**src/rtl/fte_pkg.sv**
```systemverilog
package fte_pkg;
  // Fold period: the number of fold lines that feed the low bits.
  function automatic int fold_len(input int bits);
    return 2 ** (bits - 2);
  endfunction

  // The number of comparator taps for a given output width.
  function automatic int tap_count(input int bits);
    return 2 ** bits;
  endfunction
endpackage

```
**src/rtl/fte_fold.sv**
```systemverilog
module fte_fold
  import fte_pkg::*;
#(
  parameter int BITS = 5
) (
  input  logic [tap_count(BITS)-1:0] taps,
  output logic [fold_len(BITS):0]    fold
);
  localparam int F = fold_len(BITS);

  // Line n (0-based) is high in the windows [n+1, n+F] and [n+2F+1, n+3F] of the count.
  for (genvar n = 0; n < F; n++) begin : g_line
    always_comb begin
      fold[n] = (taps[n] & ~taps[n+F]) | (taps[n+2*F] & ~taps[n+3*F]);
    end
  end

  // Upper-half line: a count from 2F up to 4F-1.
  always_comb begin
    fold[F] = (taps[2*F-1] | taps[2*F]) & ~taps[4*F-1];
  end
endmodule

```
**src/rtl/fte_binmap.sv**
```systemverilog
module fte_binmap
  import fte_pkg::*;
#(
  parameter int BITS = 5
) (
  input  logic [fold_len(BITS):0] fold,
  output logic [BITS-1:0]         bin
);
  localparam int F = fold_len(BITS);

  // Low bits: the OR of XORs over fold-line pairs spaced 2^j apart.
  for (genvar j = 0; j < BITS - 2; j++) begin : g_bit
    localparam int STEP  = 2 ** j;
    localparam int PAIRS = F / (2 * STEP);
    logic [PAIRS-1:0] diff;
    for (genvar i = 0; i < PAIRS; i++) begin : g_pair
      always_comb begin
        diff[i] = fold[STEP*(2*i+1)-1] ^ fold[STEP*(2*i+2)-1];
      end
    end
    always_comb begin
      bin[j] = |diff;
    end
  end

  always_comb begin
    bin[BITS-2] = fold[F-1];
    bin[BITS-1] = fold[F];
  end
endmodule

```
**src/rtl/fte_outreg.sv**
```systemverilog
module fte_outreg #(
  parameter int W = 5
) (
  input  logic         clk,
  input  logic         rst_n,
  input  logic [W-1:0] d,
  output logic [W-1:0] q
);
  logic [W-1:0] q_nxt;

  always_comb begin
    q_nxt = d;
  end

  always_ff @(posedge clk or negedge rst_n) begin
    if (!rst_n) begin
      q <= '0;
    end else begin
      q <= q_nxt;
    end
  end
endmodule

```
**src/rtl/fte_encoder.sv**
```systemverilog
module fte_encoder
  import fte_pkg::*;
#(
  parameter int BITS = 5
) (
  input  logic                       clk,
  input  logic                       rst_n,
  input  logic [tap_count(BITS)-1:0] cmp_taps,
  output logic [BITS-1:0]            code
);
  localparam int F = fold_len(BITS);

  logic [F:0]      fold_w;
  logic [BITS-1:0] bin_w;

  fte_fold #(.BITS(BITS)) u_fold (
    .taps (cmp_taps),
    .fold (fold_w)
  );

  fte_binmap #(.BITS(BITS)) u_map (
    .fold (fold_w),
    .bin  (bin_w)
  );

  fte_outreg #(.W(BITS)) u_reg (
    .clk   (clk),
    .rst_n (rst_n),
    .d     (bin_w),
    .q     (code)
  );
endmodule

```
**config.mk**
```make
export PLATFORM = sky130hd
export DESIGN_NAME = fte_encoder
export DESIGN_NICKNAME = d
export VERILOG_FILES = /design/src/rtl/fte_pkg.sv /design/src/rtl/fte_fold.sv /design/src/rtl/fte_binmap.sv /design/src/rtl/fte_outreg.sv /design/src/rtl/fte_encoder.sv
export SDC_FILE = /design/constraint.sdc
export NUM_CORES = 1
export LEC_CHECK = 0
export BUFFER_PORTS_ARGS = -buffer_cell sky130_fd_sc_hd__buf_2
export CAP_MARGIN = 10
export CORE_AREA = 3 3 40 42
export CTS_CLUSTER_DIAMETER = 80
export DETAILED_ROUTE_END_ITERATION = 12
export DIE_AREA = 0 0 43 45
export RECOVER_POWER = 50
export SETUP_SLACK_MARGIN = 0.5
export SYNTH_ARGS = -nofsm -noshare
export SYNTH_HDL_FRONTEND = slang
export SYNTH_SLANG_ARGS = --single-unit
export TNS_END_PERCENT = 100
```
**constraint.sdc**
```tcl
create_clock -name clk -period 0.8 [get_ports clk]
set_clock_uncertainty 0.1 [all_clocks]
set_input_delay 0.04 -clock clk [delete_from_list [all_inputs] [get_ports clk]]
set_output_delay 0.04 -clock clk [all_outputs]
set_load 0.005 [all_outputs]
```
==> impl_metrics.csv, run 1 <==
group,metric,value,unit
critical_path,slowest_stage,"dfrtp_1",
pwr,power_density,1220,nW/um^2
global_route,grt_pass1_vias,445,
yosys,syn_area,327,um^2
timing,rsz0062_at_grt,"true",
clock_network,cts_sinks,5,
floorplan,rows,13,
timing,finalSetupViolations,5,
drt,via_per_inst,4.12,
drt,first_iter_violations,1,
timing,min_period_over_period,106,%
run_status,status,"finished with violations",
floorplan,start_util,25.4,%
clock_network,cts_tree,"done",
yosys,ys_seq_area_share,38.3,%
timing,relSlewSlack,83.4,%
clock_network,ctsRootBufferMaster,"clkbuf_4",
yosys,ys_warn_count,0,
yosys,netlist-cell-type-count,9,
critical_path,startpoint,"u_reg.q[4]$_DFF_PN0_",
critical_path,cp.arrival,0.71,ns
critical_path,cp-start-kind,"flip-flop",
run,cap_violations,0,
critical_path,path_max_fanout,1,
pwr,p_total,0.912,mW
finish,final_cell_area,744,um^2
finish,reg.largest.list,"u_reg.q (5)",
yosys,synth_nets,74,
timing,whs,-0.460,ns
critical_path,worst_setup_path_end_kind,"output pin",
timing,setup_ws,-0.0497,ns
finish,regMostFlops,"u_reg.q",
critical_path,criticalPathCategory,"flip-flop to output pin",
floorplan,pin_count,39,
floorplan,core_area,1280,um^2
drt,post_drt_wl_per_cell,9.68,um
timing,final-max-slew-violation-count,0,
critical_path,cpPeakStageDelay,0.36,ns
timing,hold_viol,7,
placed_design,preCtsSetupSlack,-0.124,ns
global_route,antenna_found_initial,0,
yosys,netlist.top_cell.by_area,"dfrtp_1",
floorplan,die-area,1940,um^2
placed_design,dpl.hpwl,820,um
clock_network,htree_levels,1,
critical_path,critPathTopFamily,"flip-flops",
global_route,gr-usage-all-layers,11.0,%
yosys,synth_seq_cells,5,
global_route,grt_max_degree,6,
placed_design,dp.cells,96,
critical_path,critPathBufInv,1,
finish,diodes,0,
yosys,yosys-top-cells-area,"dfrtp_1, inv_1, xnor2_1",
finish,final-instance-count-excl-fill,100,
timing,clock.fmax,1.18,GHz
drt,drcViolationCount,0,
clock_network,clk_path_buf_depth,2,
floorplan,die_h,45,um
floorplan,die-width,43,um
timing,finalSetupTns,-0.198,ns
drt,dr.pass1.iters,4,
drt,vias,412,
run_status,violations,"negative hold slack, negative setup slack",
finish,largest_reg_flops,5,
drt,antenna_left,0,
finish,nets,120,
pwr,power.leakage,0.397,nW
critical_path,crit_cells,1,
timing,tightest_slew,0.249,ns
finish,fin_util,57.9,%
finish,syn2layout_area_growth,128,%
placed_design,portBuffers,38,
finish,drive_gt1_share,68.2,%
clock_network,cts_made_buffers,3,
critical_path,crit_chain,"buf_2",
clock_network,clkTransAtPathRegs,0.04,ns
drt,wirelength,968,um
yosys,synth_area_per_cell,8.16,um^2
global_route,grt_first_pass_wirelength,1.59,mm
critical_path,cp.required,0.66,ns
yosys,yosysTopAreaCellShare,38.3,%
pwr,ir_drop,0.439,mV
min_path,min_path_type,"input pin to async pin",
yosys,syn_inst,40,
placed_design,dpl_cell_area,618,um^2
placed_design,routabilityCongestion,0.611,
global_route,gr-total-overflow,0,
timing,period_needed,0.850,ns
what timing repair did:
item,CTS,global route
endpoints found under the setup margin,10,10
pin swaps,7,5
buffers inserted,0,0
hold endpoints to repair,7,7
resized for setup,18,6
area by class of cell:
type | count | area (um^2)
Inverter | 16 | 85.1
Multi-Input combinational cell | 19 | 214
Tap cell | 15 | 18.8
Sequential cell | 5 | 125
Clock buffer | 4 | 26.3
Fill cell | 112 | 541
Timing Repair Buffer | 41 | 275
cell usage after synthesis (all sizes together):
cell type and count:
xor2 1, inv 16, nand4 1, nand2 1
nor2 2, xnor2 6, o22ai 8, dfrtp 5
placed cells by master (no fill, tap or decap), drive strengths merged:
cell	instances
xor2	1
xnor2	6
buf	40
clkbuf	5
dfrtp	5
nor2	2
nand4	1
o22ai	8
nand2	1
inv	16
cell families (layout without fill, tap and decap cells):
group                  count (synthesis)  in the layout  share of synthesized area (%)
AO/OA/AOI/OAI                          8              8                           19.2
XOR/XNOR                               7              7                           18.8
buffers and inverters                 16             61                           18.4
flip-flops                             5              5                           38.3
AND/OR/NAND/NOR                        4              4                           5.36
per-layer routing:
metal	up-vias	GRT usage (%)	share of wire, %
met5	-	0	0
met4	0	3.61	0
met3	0	3.59	8.6
met2	19	23.7	61
met1	181	9.29	31
li1	212	-	-
report_power, final:
part	total [mW]	internal (mW)	switching (mW)
registers	0.285	0.280	0.00497
logic	0.349	0.209	0.140
clock network	0.277	0.188	0.0896
path summary, 6_finish.rpt:
kind                                        end
max                                     code[4]
max in group asynchronous  u_reg.q[4]$_DFF_PN0_
min in group clk           u_reg.q[4]$_DFF_PN0_
min                        u_reg.q[2]$_DFF_PN0_
Power figures use the tool's default switching activity.
==> inputs of run 2 (changes only) <==
--- a/config.mk
+++ b/config.mk
@@ -12,7 +12,7 @@
 export DETAILED_ROUTE_END_ITERATION = 12
 export DIE_AREA = 0 0 43 45
 export RECOVER_POWER = 50
-export SETUP_SLACK_MARGIN = 0.5
+export SETUP_SLACK_MARGIN = 0.3
 export SYNTH_ARGS = -nofsm -noshare
 export SYNTH_HDL_FRONTEND = slang
 export SYNTH_SLANG_ARGS = --single-unit
==> run 2 against run 1 <==
The flow still finishes with violations (negative hold slack, negative setup slack); flip-flop and latch count unchanged; total power shrank 0.30%; via count shrank 3.9%; clock power up 4%; design area shrank 3.0%; global-route usage fell by 0.85 points; sequential share of layout area is 0.52 points higher; final cell count unchanged; critical path depth stayed put.
==> impl_metrics.csv, run 2 (synthesis gave the netlist of run 1 again) <==
group,metric,value,unit
timing,whs,-0.140,ns
floorplan,die-width,43,um
timing,clock.fmax,1.19,GHz
clock_network,hold_buffers,1,
timing,setup_ws,-0.0429,ns
floorplan,die-area,1940,um^2
finish,mostFrequentLayoutCells,"buf_2, inv_1, xnor2_1, dfrtp_1",
finish,mostFrequentLayoutCell,"buf_2",
global_route,grt_use_met1,11.2,%
finish,largest_reg_flops,5,
global_route,antenna_found_initial,0,
critical_path,slowest_stage,"dfrtp_1",
critical_path,cpPeakStageDelay,0.35,ns
finish,syn2layout_area_growth,121,%
clock_network,cts_sinks,5,
pwr,power_density,1260,nW/um^2
min_path,min_path_type,"input pin to flip-flop",
pwr,netSwitchingFraction,26.4,%
timing,period_needed,0.843,ns
min_path,min_from,"cmp_taps[31]",
global_route,grt-busiest-layer,"met2",
placed_design,dpl_cell_area,603,um^2
global_route,gr-total-overflow,0,
finish,reg.largest.list,"u_reg.q (5)",
timing,min_period_over_period,105,%
timing,rsz0062_at_grt,"true",
finish,diodes,0,
critical_path,cp.arrival,0.70,ns
global_route,grt_max_degree,6,
drt,wirelength,966,um
timing,hold_viol,1,
finish,regMostFlops,"u_reg.q",
pwr,power_switching,0.240,mW
clock_network,cts_tree,"done",
pwr,power.leakage,0.381,nW
drt,vias,396,
floorplan,core_area,1280,um^2
critical_path,worst_setup_path_end_kind,"output pin",
placed_design,routabilityCongestion,0.636,
drt,first_iter_violations,1,
critical_path,startpoint,"u_reg.q[2]$_DFF_PN0_",
floorplan,start_util,25.4,%
run_status,status,"finished with violations",
clock_network,clkTransAtPathRegs,0.04,ns
finish,fin_util,56.2,%
drt,post_drt_wl_per_cell,9.66,um
pwr,p_seq_share,31.3,%
placed_design,dp.cells,95,
clock_network,cts_made_buffers,3,
placed_design,portBuffers,38,
pwr,ir_drop,0.436,mV
clock_network,clk_path_buf_depth,2,
critical_path,criticalPathCategory,"flip-flop to output pin",
drt,via_per_inst,3.96,
pwr,p_int,0.669,mW
critical_path,critPathBufInv,1,
drt,antenna_left,0,
critical_path,path_max_fanout,1,
finish,nFillCells,124,
drt,drcViolationCount,0,
finish,nets,120,
timing,relSlewSlack,82.9,%
placed_design,dpl.hpwl,763,um
global_route,grt_pass1_vias,364,
critical_path,critPathTopFamily,"flip-flops",
finish,final-instance-count-excl-fill,100,
timing,finalSetupTns,-0.208,ns
timing,finalSetupViolations,5,
critical_path,cp.required,0.66,ns
placed_design,preCtsSetupSlack,-0.117,ns
critical_path,cp-start-kind,"flip-flop",
pwr,p_total,0.909,mW
timing,tightest_slew,0.256,ns
floorplan,pin_count,39,
run,cap_violations,0,
pwr,p_clk_share,31.6,%
clock_network,ctsRootBufferMaster,"clkbuf_4",
global_route,gr-usage-all-layers,10.2,%
critical_path,crit_chain,"buf_2",
global_route,grt_first_pass_wirelength,1.49,mm
floorplan,die_h,45,um
run_status,violations,"negative hold slack, negative setup slack",
clock_network,htree_levels,1,
pwr,power_frac_comb,37.1,%
drt,dr.pass1.iters,2,
finish,final_cell_area,722,um^2
global_route,use_met3,4.38,%
global_route,use_met2,17.7,%
floorplan,rows,13,
timing,final-max-slew-violation-count,0,
finish,drive_gt1_share,63.5,%
[run 2: power groups by stage]
stage	clock network [mW]	logic, mW	registers (mW)
after floorplan	0	0.127	0.295
after global placement	0	0.276	0.288
after detailed placement	0	0.280	0.289
after CTS	0.298	0.332	0.285
after global routing	0.310	0.371	0.286
final	0.287	0.337	0.285
[run 2: repair_timing]
| item | CTS | global route |
|---|---|---|
| hold endpoints to repair | 6 | 1 |
| endpoints found under the setup margin | 8 | 8 |
| setup buffers | 0 | 0 |
| gates resized for setup | 18 | 2 |
| pin swaps | 9 | 3 |
[run 2: path summary, 6_finish.rpt]
kind                                         to  slack, ns  cells after the start
min in group asynchronous  u_reg.q[1]$_DFF_PN0_       0.08                      2
worst min-delay path       u_reg.q[4]$_DFF_PN0_      -0.14                      2
max in group asynchronous  u_reg.q[4]$_DFF_PN0_       0.32                      2
worst max-delay path                    code[2]      -0.04                      1
[run 2: area by class of cell]
class | instances | area (um^2) | share of cell area (%)
Clock buffer | 4 | 26.3 | 3.64
Multi-Input combinational cell | 19 | 204 | 28.2
Inverter | 16 | 85.1 | 11.8
Timing Repair Buffer | 41 | 263 | 36.4
Sequential cell | 5 | 125 | 17.3
Tap cell | 15 | 18.8 | 2.60
[run 2: layer usage]
layer  wire length [um]  share of wire [%]
met1                309                 32
met4                 16                1.7
met5                  0                  0
met2                539                 56
met3                100                 10
==> inputs of run 3 (changes only) <==
--- a/config.mk
+++ b/config.mk
@@ -13,6 +13,7 @@
 export DIE_AREA = 0 0 43 45
 export RECOVER_POWER = 50
 export SETUP_SLACK_MARGIN = 0.3
+export SKIP_LAST_GASP = 1
 export SYNTH_ARGS = -nofsm -noshare
 export SYNTH_HDL_FRONTEND = slang
 export SYNTH_SLANG_ARGS = --single-unit
==> run 3 against run 2 <==
Highest routed layer is now met3; combinational power barely moved; fmax down 0.12%; the run still ends with negative hold slack, negative setup slack left; flip-flop and latch count is the same; critical endpoint is now code[4]; non-clock buffer count is the same; utilization fell by 0.29 points; sequential share of layout area up 0.091 points; setup slack worse by 0.00098 ns; via count did not move; global-route usage increased by 0.17 points; hold slack hardly changed; clock-buffer cell count is the same.
==> impl_metrics.csv, run 3 (synthesis gave the netlist of run 1 again) <==
group,metric,value,unit
timing,final-max-slew-violation-count,0,
min_path,min_path_type,"input pin to flip-flop",
clock_network,post-cts-setup-buffers,0,
finish,syn2layout_area_growth,120,%
pwr,p_seq_share,31.3,%
global_route,grt_first_pass_wirelength,1.50,mm
drt,drcViolationCount,0,
pwr,netSwitchingFraction,26.6,%
finish,mostFrequentLayoutCell,"buf_2",
pwr,power_frac_comb,37.1,%
timing,finalSetupTns,-0.207,ns
finish,drive_gt1_share,63.5,%
timing,clock.fmax,1.19,GHz
critical_path,critPathBufInv,1,
timing,relSlewSlack,83.0,%
floorplan,die_h,45,um
clock_network,htree_levels,1,
drt,wirelength,940,um
critical_path,path_max_fanout,1,
clock_network,cts_made_buffers,3,
clock_network,hold_buffers,1,
finish,final_cell_area,718,um^2
timing,finalSetupViolations,5,
clock_network,ctsRootBufferMaster,"clkbuf_4",
placed_design,portBuffers,38,
critical_path,critPathTopFamily,"flip-flops",
timing,min_period_over_period,105,%
critical_path,cp-start-kind,"flip-flop",
pwr,p_clk_share,31.6,%
clock_network,cts_sinks,5,
critical_path,startpoint,"u_reg.q[4]$_DFF_PN0_",
critical_path,criticalPathCategory,"flip-flop to output pin",
finish,regMostFlops,"u_reg.q",
pwr,p_int,0.667,mW
critical_path,cpPeakStageDelay,0.35,ns
timing,whs,-0.141,ns
global_route,antenna_found_initial,0,
run_status,status,"finished with violations",
finish,nFillCells,126,
floorplan,die-width,43,um
pwr,power_switching,0.241,mW
critical_path,cp.arrival,0.70,ns
placed_design,dpl.hpwl,763,um
pwr,power.leakage,0.380,nW
critical_path,crit_chain,"buf_2",
clock_network,clkTransAtPathRegs,0.04,ns
run_status,violations,"negative hold slack, negative setup slack",
clock_network,clk_path_buf_depth,2,
pwr,power_density,1260,nW/um^2
drt,vias,396,
run,cap_violations,0,
placed_design,dpl_cell_area,603,um^2
floorplan,rows,13,
timing,setup_ws,-0.0438,ns
floorplan,core_area,1280,um^2
placed_design,routabilityCongestion,0.636,
global_route,gr-total-overflow,0,
critical_path,worstSetupEndpoint,"code[4]",
drt,via_per_inst,3.96,
pwr,ir_drop,0.428,mV
finish,mostFrequentLayoutCells,"buf_2, inv_1, xnor2_1, buf_6, dfrtp_1",
floorplan,pin_count,39,
floorplan,start_util,25.4,%
finish,multi_input_area,204,um^2
timing,tightest_slew,0.255,ns
finish,reg.largest.list,"u_reg.q (5)",
critical_path,worst_setup_path_end_kind,"output pin",
drt,antenna_left,0,
finish,fin_util,55.9,%
floorplan,die-area,1940,um^2
finish,nets,120,
timing,hold_viol,1,
critical_path,cp.required,0.66,ns
clock_network,cts_tree,"done",
finish,final-seq-area,125,um^2
finish,largest_reg_flops,5,
drt,post_drt_wl_per_cell,9.40,um
global_route,gr-usage-all-layers,10.4,%
placed_design,preCtsSetupSlack,-0.117,ns
drt,first_iter_violations,1,
timing,rsz0062_at_grt,"true",
critical_path,crit_cells,1,
drt,dr.pass1.iters,2,
global_route,grt_max_degree,6,
critical_path,slowest_stage,"dfrtp_1",
finish,diodes,0,
global_route,grt_pass1_vias,359,
timing,period_needed,0.844,ns
==> run 3: cell counts in the layout (fill, tap and decap cells not counted) <==
No cell type changed its count.
==> run 3: what timing repair did <==
item / CTS / global route
endpoints found under the setup margin: 8 / 8
cloned: 0 / 0
resized for setup: 17 / 2
pin swaps: 9 / 3
endpoints found under the hold margin: 6 / 1
==> run 3: stage by stage <==
stage                     cells  total power, mW  hold WS (ns)
after floorplan              40            0.422        -0.356
after global placement       95            0.564        -0.244
after detailed placement     95            0.569        -0.242
after CTS                   100            0.912        -0.146
after global routing        100            0.966        -0.140
final                       100            0.908        -0.141
==> run 3: per-layer routing <==
metal	global-route usage, %	wire length [um]
met5	0	0
met4	3.61	0
met3	4.38	104
met2	18.3	526
met1	11.2	309
==> run 3: how the worst min path moves through the flow <==
stage                       startpoint                    to  slack, ns  depth (start not counted)
after global placement           rst_n  u_reg.q[4]$_DFF_PN0_      -0.24                          1
after floorplan                  rst_n  u_reg.q[0]$_DFF_PN0_      -0.36                          0
after global routing      cmp_taps[31]  u_reg.q[4]$_DFF_PN0_      -0.14                          2
final                     cmp_taps[31]  u_reg.q[4]$_DFF_PN0_      -0.14                          2
after detailed placement         rst_n  u_reg.q[4]$_DFF_PN0_      -0.24                          1
after CTS                 cmp_taps[31]  u_reg.q[4]$_DFF_PN0_      -0.15                          2
==> run 3: power groups by stage <==
| stage | registers [mW] | logic, mW | clock network (mW) |
|---|---|---|---|
| after global routing | 0.286 | 0.369 | 0.310 |
| final | 0.285 | 0.337 | 0.287 |
| after CTS | 0.285 | 0.330 | 0.298 |
| after global placement | 0.288 | 0.276 | 0 |
| after detailed placement | 0.289 | 0.280 | 0 |
| after floorplan | 0.295 | 0.127 | 0 |
==> run 3: final cells by class <==
cell class                 count  share of cell area (%)
tap                           15                    2.61
sequential                     5                    17.4
timing repair buffer          41                    36.1
multi-input combinational     19                    28.4
inverter                      16                    11.8
clock buffer                   4                    3.66
